`src/rtl/fan_pkg.sv`:
```
package fan_pkg;
  localparam int TEMP_W = 8;
  localparam int DUTY_W = 8;
  localparam int SPAN_W = 9;

  function automatic logic [SPAN_W-1:0] span_sixths(input logic [3:0] code);
    case (code)
      4'd0:  span_sixths = 9'd12;
      4'd1:  span_sixths = 9'd15;
      4'd2:  span_sixths = 9'd20;
      4'd3:  span_sixths = 9'd24;
      4'd4:  span_sixths = 9'd30;
      4'd5:  span_sixths = 9'd40;
      4'd6:  span_sixths = 9'd48;
      4'd7:  span_sixths = 9'd60;
      4'd8:  span_sixths = 9'd80;
      4'd9:  span_sixths = 9'd96;
      4'd10: span_sixths = 9'd120;
      4'd11: span_sixths = 9'd160;
      4'd12: span_sixths = 9'd192;
      4'd13: span_sixths = 9'd240;
      4'd14: span_sixths = 9'd320;
      default: span_sixths = 9'd480;
    endcase
  endfunction
endpackage

```
`src/rtl/fan_engage.sv`:
```
module fan_engage
  import fan_pkg::*;
#(
  parameter int HYST_W = 4
) (
  input  logic              clk,
  input  logic              rst_n,
  input  logic              src_ok,
  input  logic [TEMP_W-1:0] t_sel,
  input  logic [TEMP_W-1:0] t_start,
  input  logic [HYST_W-1:0] hyst,
  output logic              engaged
);
  localparam int EXT_W = TEMP_W + 2;

  logic signed [EXT_W-1:0] t_ext, s_ext, lower;
  logic engaged_d;

  always_comb begin
    t_ext = $signed({{2{t_sel[TEMP_W-1]}}, t_sel});
    s_ext = $signed({{2{t_start[TEMP_W-1]}}, t_start});
    lower = s_ext - $signed(EXT_W'(hyst));
    engaged_d = engaged;
    if (src_ok) begin
      if (t_ext > s_ext)      engaged_d = 1'b1;
      else if (t_ext < lower) engaged_d = 1'b0;
    end
  end

  always_ff @(posedge clk or negedge rst_n) begin
    if (!rst_n) engaged <= 1'b0;
    else        engaged <= engaged_d;
  end
endmodule

```
`src/rtl/fan_curve.sv`:
```
module fan_curve
  import fan_pkg::*;
(
  input  logic              override_full,
  input  logic              engaged,
  input  logic              keep_min,
  input  logic [TEMP_W-1:0] t_sel,
  input  logic [TEMP_W-1:0] t_start,
  input  logic [3:0]        range_code,
  input  logic [DUTY_W-1:0] duty_min,
  input  logic [DUTY_W-1:0] duty_max,
  output logic [DUTY_W-1:0] target
);
  localparam int EXT_W  = TEMP_W + 2;
  localparam int D6_W   = TEMP_W + 3;
  localparam int PROD_W = DUTY_W + D6_W;
  localparam logic [DUTY_W-1:0] FULL = '1;

  logic signed [EXT_W-1:0] diff;
  logic [D6_W-1:0]   d6;
  logic [SPAN_W-1:0] w6;
  logic [PROD_W-1:0] num, quo, level;

  always_comb begin
    diff  = $signed({{2{t_sel[TEMP_W-1]}}, t_sel}) - $signed({{2{t_start[TEMP_W-1]}}, t_start});
    d6    = D6_W'(diff[TEMP_W-1:0]) * D6_W'(6);
    w6    = span_sixths(range_code);
    num   = PROD_W'(FULL - duty_min) * PROD_W'(d6);
    quo   = num / PROD_W'(w6);
    if (engaged && diff > 0) begin
      if (d6 >= D6_W'(w6)) level = PROD_W'(FULL);
      else                 level = PROD_W'(duty_min) + quo;
    end else if (engaged || keep_min) begin
      level = PROD_W'(duty_min);
    end else begin
      level = '0;
    end
    if (override_full)                 target = FULL;
    else if (level > PROD_W'(duty_max)) target = duty_max;
    else                               target = level[DUTY_W-1:0];
  end
endmodule

```
`src/rtl/fan_pwm_gen.sv`:
```
module fan_pwm_gen
  import fan_pkg::*;
(
  input  logic              clk,
  input  logic              rst_n,
  input  logic [DUTY_W-1:0] target,
  input  logic              invert,
  output logic [DUTY_W-1:0] duty_q,
  output logic              period_end,
  output logic              pwm_q
);
  localparam logic [DUTY_W-1:0] TOP = '1;

  logic [DUTY_W-1:0] cnt_q;
  logic active;

  assign period_end = (cnt_q == TOP);
  assign active     = (duty_q == TOP) || (cnt_q < duty_q);

  always_ff @(posedge clk or negedge rst_n) begin
    if (!rst_n) begin
      cnt_q  <= '0;
      duty_q <= '0;
      pwm_q  <= 1'b0;
    end else begin
      cnt_q <= cnt_q + 1'b1;
      if (period_end) duty_q <= target;
      pwm_q <= active ^ invert;
    end
  end
endmodule

```
`src/rtl/fan_duty_ctrl.sv`:
```
module fan_duty_ctrl
  import fan_pkg::*;
#(
  parameter int NUM_CH = 3,
  parameter int HYST_W = 4
) (
  input  logic                           clk,
  input  logic                           rst_n,
  input  logic [NUM_CH-1:0][TEMP_W-1:0]  temp_in,
  input  logic [NUM_CH-1:0][HYST_W-1:0]  hyst_in,
  input  logic [2:0]                     src_sel,
  input  logic [TEMP_W-1:0]              t_start,
  input  logic [3:0]                     range_code,
  input  logic [DUTY_W-1:0]              duty_min,
  input  logic [DUTY_W-1:0]              duty_max,
  input  logic                           keep_min,
  input  logic                           invert,
  input  logic [TEMP_W-1:0]              crit_limit,
  output logic [DUTY_W-1:0]              duty_applied,
  output logic                           pwm_out
);
  logic              src_ok, crit_hit, engaged, period_end;
  logic [TEMP_W-1:0] t_sel;
  logic [HYST_W-1:0] h_sel;
  logic [DUTY_W-1:0] target;

  always_comb begin
    src_ok   = 1'b0;
    crit_hit = 1'b0;
    t_sel    = temp_in[0];
    h_sel    = hyst_in[0];
    for (int i = 0; i < NUM_CH; i++) begin
      if (src_sel == 3'(i)) begin
        src_ok = 1'b1;
        t_sel  = temp_in[i];
        h_sel  = hyst_in[i];
      end
      if ($signed(temp_in[i]) > $signed(crit_limit)) crit_hit = 1'b1;
    end
  end

  fan_engage #(.HYST_W(HYST_W)) u_engage (
    .clk(clk), .rst_n(rst_n), .src_ok(src_ok), .t_sel(t_sel),
    .t_start(t_start), .hyst(h_sel), .engaged(engaged)
  );

  fan_curve u_curve (
    .override_full(crit_hit | ~src_ok), .engaged(engaged), .keep_min(keep_min),
    .t_sel(t_sel), .t_start(t_start), .range_code(range_code),
    .duty_min(duty_min), .duty_max(duty_max), .target(target)
  );

  fan_pwm_gen u_pwm (
    .clk(clk), .rst_n(rst_n), .target(target), .invert(invert),
    .duty_q(duty_applied), .period_end(period_end), .pwm_q(pwm_out)
  );
endmodule

```
`config.mk`:
```
export PLATFORM = sky130hd
export DESIGN_NAME = fan_duty_ctrl
export DESIGN_NICKNAME = d
export VERILOG_FILES = /design/src/rtl/fan_pkg.sv /design/src/rtl/fan_engage.sv /design/src/rtl/fan_curve.sv /design/src/rtl/fan_pwm_gen.sv /design/src/rtl/fan_duty_ctrl.sv
export SDC_FILE = /design/constraint.sdc
export NUM_CORES = 1
export LEC_CHECK = 0
export CAP_MARGIN = 20
export CORE_MARGIN = 2
export CORE_UTILIZATION = 35
export DETAILED_ROUTE_END_ITERATION = 16
export GPL_ROUTABILITY_DRIVEN = 0
export PLACE_DENSITY = 0.54
export RECOVER_POWER = 50
export SLEW_MARGIN = 20
export SYNTH_ARGS = -nofsm -noshare
export SYNTH_HDL_FRONTEND = slang
export SYNTH_SLANG_ARGS = --single-unit
```
`constraint.sdc`:
```
create_clock -name clk -period 11.7 [get_ports clk]
set_input_delay 1.17 -clock clk [delete_from_list [all_inputs] [get_ports clk]]
set_output_delay 1.17 -clock clk [all_outputs]
set_load 0.05 [all_outputs]
```
**After elaboration in Yosys (flattened, before gate mapping)**

Memory sizes are Yosys's and may differ from the RTL's.
Cells that the tools add are included.

- Bits in registers: 18
- Memory bits (read-only): 144
- Bits of input ports: 79
- Output and inout bits: 9
- Logic and storage cells: 52
- Memories kept: 1

- Add/sub/neg operators: 5
- Multiply operators: 2
- Div/mod/pow operators: 1
- $lt $le $gt $ge: 9
- Equal/unequal tests: 4
- Multiplexer cells: 17
- Bitwise operators: 3
- Reductions and logical operators: 6

Memories:

| name | words | bits a word | read ports | clocked after Yosys merged registers in | write ports | line | text |
|---|---|---|---|---|---|---|---|
| (name not given) | 16 | 9 | 1 | 0 | 0 | fan_pkg.sv:7 | `case (code)` |

Operators by type and width:

| operator | number |
|---|---|
| 2-to-1 mux 8 bit | 5 |
| 2-to-1 mux 19 bit | 2 |
| > comparator 8 bit | 4 |
| adder 8 x 19 -> 19 bit | 1 |
| divider 19 x 9 -> 19 bit | 1 |
| > comparator 19 x 8 -> 1 bit | 1 |
| multiplier 19 x 10 -> 18 bit | 1 |
| equality test 8 bit (second input constant) | 2 |
| >= comparator 11 x 9 -> 1 bit | 1 |
| multiplier 8 x 2 -> 10 bit (second input constant) | 1 |
| > comparator 9 x 1 -> 1 bit (second input constant) | 1 |
| < comparator 8 x 9 -> 1 bit | 1 |
| subtractor 8 x 5 -> 9 bit | 1 |
| subtractor 8 x 8 -> 9 bit | 1 |
| subtractor 8 x 8 -> 9 bit (first input constant) | 1 |
| adder 8 x 1 -> 8 bit (second input constant) | 1 |
| < comparator 8 bit | 1 |
| 2-to-1 mux 1 bit | 8 |
| 2-to-1 mux 4 bit | 2 |
| equality test 3 x 1 -> 1 bit (second input constant) | 1 |
| equality test 3 x 2 -> 1 bit (second input constant) | 1 |
| logical NOT 3 bit | 1 |
| logical OR 1 bit | 2 |
| AND reduction 2 bit | 1 |
| other kinds (5) | 5 |

**Depth between registers and ports, before layout**

- Depth in word-level cells: 13
- Mapped depth: 264
- Depth with buffers taken out: 254

**Cells and area by module**

Synthesis repeated with hierarchy kept, for this count alone.

- Cells, all modules: 2008
- Area, all modules: 15033.2 um2

Modules (own cells, without submodules):

| module | times used | cells each | area each (um2) | sequential area each (um2) |
|---|---|---|---|---|
| fan_curve | 1 | 1727 | 12685.9 | 0.0 |
| fan_pwm_gen | 1 | 78 | 850.8 | 425.4 |
| fan_duty_ctrl | 1 | 123 | 830.8 | 0.0 |
| fan_engage | 1 | 80 | 665.6 | 25.0 |

**Worst setup path after synthesis**

No wires, ideal clock.

- Kind: input -> register
- Start: input port src_sel[1]
- End: register u_pwm.duty_q[1]
- Setup time: 0.153 ns
- Arrival: 48.540 ns
- Required time: 11.547 ns
- Setup slack: -36.993 ns
- Stages on the path: 247
- Path buffers: 11
- Cell sequence: nand2b_1 a21oi_1 o22a_1 ha_1 nor2b_1 o21ai_0 nand2b_1 a21o_1 a21o_1 a21o_1 a21o_1 xnor2_1 ha_1 a21oi_1 xor2_1 nand2b_1 fa_1 fa_1 (+211 left out) ha_1 inv_1 fa_1 a22oi_1 ha_1 nor2b_1 o21a_1 o21ai_0 nand2b_1 a21oi_1 nor2b_1 o21ai_0 nand2b_1 a21oi_1 nor2_1 a21oi_1 mux2i_1 a21oi_1

- Word-level cells in the longest chain between the ends: 13
- Elaborated cells between the ends (all ways): 23
- Those cells by class: 2 x add/sub; 2 x mul; 1 x div; 3 x order compare; 2 x eq/ne; 9 x mux; 2 x bitwise; 2 x reduce/logical

Ends and longest elaborated chain:

| element | line | text |
|---|---|---|
| start: declaration | fan_duty_ctrl.sv:11 | `input logic [2:0] src_sel,` |
| equality test 3 x 1 -> 1 bit | fan_duty_ctrl.sv:33 | `if (src_sel == 3'(i)) begin` |
| 2-to-1 mux 8 bit (2 in a row) | fan_duty_ctrl.sv:33 |  |
| subtractor 8 x 8 -> 9 bit | fan_curve.sv:25 | `diff = $signed({{2{t_sel[TEMP_W-1]}}, t_sel}) - $signed({{2{t_start[TEMP_W-1]}}, t_start});` |
| multiplier 8 x 2 -> 10 bit | fan_curve.sv:26 | `d6 = D6_W'(diff[TEMP_W-1:0]) * D6_W'(6);` |
| multiplier 19 x 10 -> 18 bit | fan_curve.sv:28 | `num = PROD_W'(FULL - duty_min) * PROD_W'(d6);` |
| divider 19 x 9 -> 19 bit | fan_curve.sv:29 | `quo = num / PROD_W'(w6);` |
| adder 8 x 19 -> 19 bit | fan_curve.sv:32 | `else level = PROD_W'(duty_min) + quo;` |
| 2-to-1 mux 19 bit | fan_curve.sv:31 | `if (d6 >= D6_W'(w6)) level = PROD_W'(FULL);` |
| 2-to-1 mux 19 bit | fan_curve.sv:30 | `if (engaged && diff > 0) begin` |
| > comparator 19 x 8 -> 1 bit | fan_curve.sv:39 | `else if (level > PROD_W'(duty_max)) target = duty_max;` |
| 2-to-1 mux 8 bit | fan_curve.sv:39 |  |
| 2-to-1 mux 8 bit * | fan_curve.sv:38 | `if (override_full) target = FULL;` |
| end signal: assignment | fan_pwm_gen.sv:27 | `if (period_end) duty_q <= target;` |
| end: declaration | fan_pwm_gen.sv:8 | `output logic [DUTY_W-1:0] duty_q,` |

Every way passes the cells marked *; elsewhere a longest branch is shown, timed or not.
A chain may end at the register's enable or synchronous reset.

**Worst setup path after layout**

- Start: input port src_sel[0]
- End: register u_pwm.duty_q[5]

Same word-level chain as after synthesis.

==> reports/results.ini <==
[critical_path]
crit_start = src_sel[0]
max_stage_delay_ns = 0.59
path_max_fanout = 8
reg2reg_from = u_engage.engaged$_DFFE_PN0P_
critPathSlowestCell = fa_2
required_ns = 11.79
end_kind = flop
critPathArrivalTime_ns = 45.24
crit_top_cell = buf_4
r2r_slack_ns = 7.74
worst_r2r_path_depth = 21
critPathLaunchType = primary input
path_class = primary input to flop
regToRegEndpoint = u_pwm.duty_q[5]$_DFFE_PN0N_

[logic_synthesis]
ys.flop_type = dfrtp_1
yosysSeqAreaShare = 0.03154
yosysUniqueCellTypes = 101
synth.most_common_cell = ha_1
synth_top_area_share = 0.2479
synth_common_cells = 283 x ha_1, 194 x nor2_1, 145 x inv_1
syn-num-nets = 2310
synthTopCellsByArea = ha_1 25%, fa_1 7.0%, nor2_1 5.1%
yosysWarnings = 0
ys_seq_elements = 18
ys_async_sr_fraction = 1.000
syn-mean-instance-area_sq_um = 7.525
syn_area_sq_um = 14280
synth_edf_count = 0
netlist_instances = 1898
synth_top_cell_by_area = ha_1

[layout]
drive_above_1_share = 0.4487
fin_util = 0.6136
seq_area_sq_um = 450.4
final_nets = 3348
multi_input_area_sq_um = 14770
area_growth_pct = 74.22
n_fill_cell = 3463
final_area_sq_um = 24880

[clocking]
cts_root_buffer = clkbuf_16
clk_pin_slew_ns = 0.05
cts_buffer_depth = 2
worstSkewPairLatency_ns = 0.25
h-tree-depth = 1
hold_buffers = 0
cts_buffers = 3
cts_sinks = 18
cts_tree = built

[sta]
finalSetupTns_ns = -267.01
fmax_mhz = 22.15
tightest_slew_ns = 0.9306
post-route-min-period_ns = 45.15
min_period_over_period = 3.859
slew_violations = 0
whs_ns = 0.4916
fin_ws_ns = -33.45
max_slew_margin = 0.3748
hold_viol = 0
rsz0062_at_grt = true
finClkSkew_ns = 0.002151
finalSetupViolations = 8

[floorplan]
die_height_um = 206.0
die_w_um = 206.0
fp-row-count = 74
ioPinCount = 88
core_area_sq_um = 40550
start_util = 0.3522
die_area_sq_um = 42440

[grt]
groute.usage.overall = 0.2522
grt_pass1_wl_um = 88320
grt_pass1_vias = 18593
grt_max_degree = 21
grt_antenna_before_repair = 4
grt-ovfl-total = 0

[min_path]
hold_path.startpoint = u_pwm.cnt_q[0]$_DFF_PN0_
hold_path.class = flop to flop
whs_path_depth = 1
worstHoldEndpoint = u_pwm.cnt_q[0]$_DFF_PN0_

[placed_design]
placed_cell_area_sq_um = 21750
hpwl_um = 42290
portBuffers = 87

[detailed_routing]
firstDrtPassIters = 5
drt-total-wl_um = 55420
wl_per_cell_um = 15.98
drc_errors = 0
routed_via_density = 5.219
antenna_left = 0
first_iter_violations = 790
via_count = 18105

[outcome]
violations = setup timing
status = finished with violations

[flow_run]
maxCapViolCount = 0

final cells by class:
class	count	area share
diodes	2	0.0002011
clock buffers	4	0.003570
inverters	152	0.02318
multi-input cells	1692	0.5934
flip-flops and latches	18	0.01810
well taps	532	0.02675
repair buffers	1069	0.3348
critical path, delay by kind of cell:
family	cells	cell delay, ns
muxes	8	1.88
xor gates and xnor gates	1	0.17
AOI/OAI and AO/OA	95	16.04
adders and majority gates	31	9.74
buffers and inverters	63	7.70
and+or+nand+nor	59	8.46
routing by layer:
layer	track usage	wire length [um]
met2	0.4663	28220
met5	0	14
met4	0.08801	1969
met1	0.3068	23910
met3	0.01608	1303
layout by cell type, fill, tap and decap left out, drive strengths merged, types with 65 or more instances in the layout:
cell type,n
xnor2,65
buf,983
nor2,196
inv,150
o21ai,96
ha,283
nor3,76
a21oi,116
clkdlybuf4s50,79
o21a,73
nand2,129
flip-flops by register name, indices dropped and copies added (netlist names):
register / count
u_pwm.cnt_q: 8
u_pwm.duty_q: 8
u_engage.engaged: 1
u_pwm.pwm_q: 1
what timing repair did:
item,CTS,global route
gates resized for setup,117,118
setup buffers,213,55
hold endpoints to repair,0,0
pin swaps,105,127
gates cloned,1,0
endpoints found under the setup margin,8,8
stage by stage:
stage	worst slack [ns]	instances
detailed placement	-34.61	3196
floorplan	-33.33	1898
global route	-35.64	3469
global placement	-33.52	3196
CTS	-32.35	3414
finish	-33.45	3469
cell families (layout without fill, tap and decap cells):
| family | after synthesis | count (layout) | synth area share |
|---|---|---|---|
| AND/OR/NAND/NOR | 658 | 658 | 0.2313 |
| adder cells (fa/ha/maj) | 334 | 334 | 0.3187 |
| XOR/XNOR | 99 | 99 | 0.06071 |
| flip-flops | 18 | 18 | 0.03154 |
| other | 0 | 2 | 0 |
| AO/OA/AOI/OAI | 544 | 544 | 0.2599 |
| buffers and inverters | 188 | 1225 | 0.05142 |
| multiplexers | 57 | 57 | 0.04643 |
worst max-delay path by stage:
stage	end	slack, ns	cells after the start
floorplan	u_pwm.duty_q[1]$_DFFE_PN0N_	-33.33	254
global placement	u_pwm.duty_q[1]$_DFFE_PN0N_	-33.52	240
detailed placement	u_pwm.duty_q[1]$_DFFE_PN0N_	-34.61	243
CTS	u_pwm.duty_q[1]$_DFFE_PN0N_	-32.35	243
global route	u_pwm.duty_q[5]$_DFFE_PN0N_	-35.64	249
finish	u_pwm.duty_q[5]$_DFFE_PN0N_	-33.45	257
Power is not shown: default switching activity piles up to over one toggle a cycle in this logic, so the estimate is an artifact.
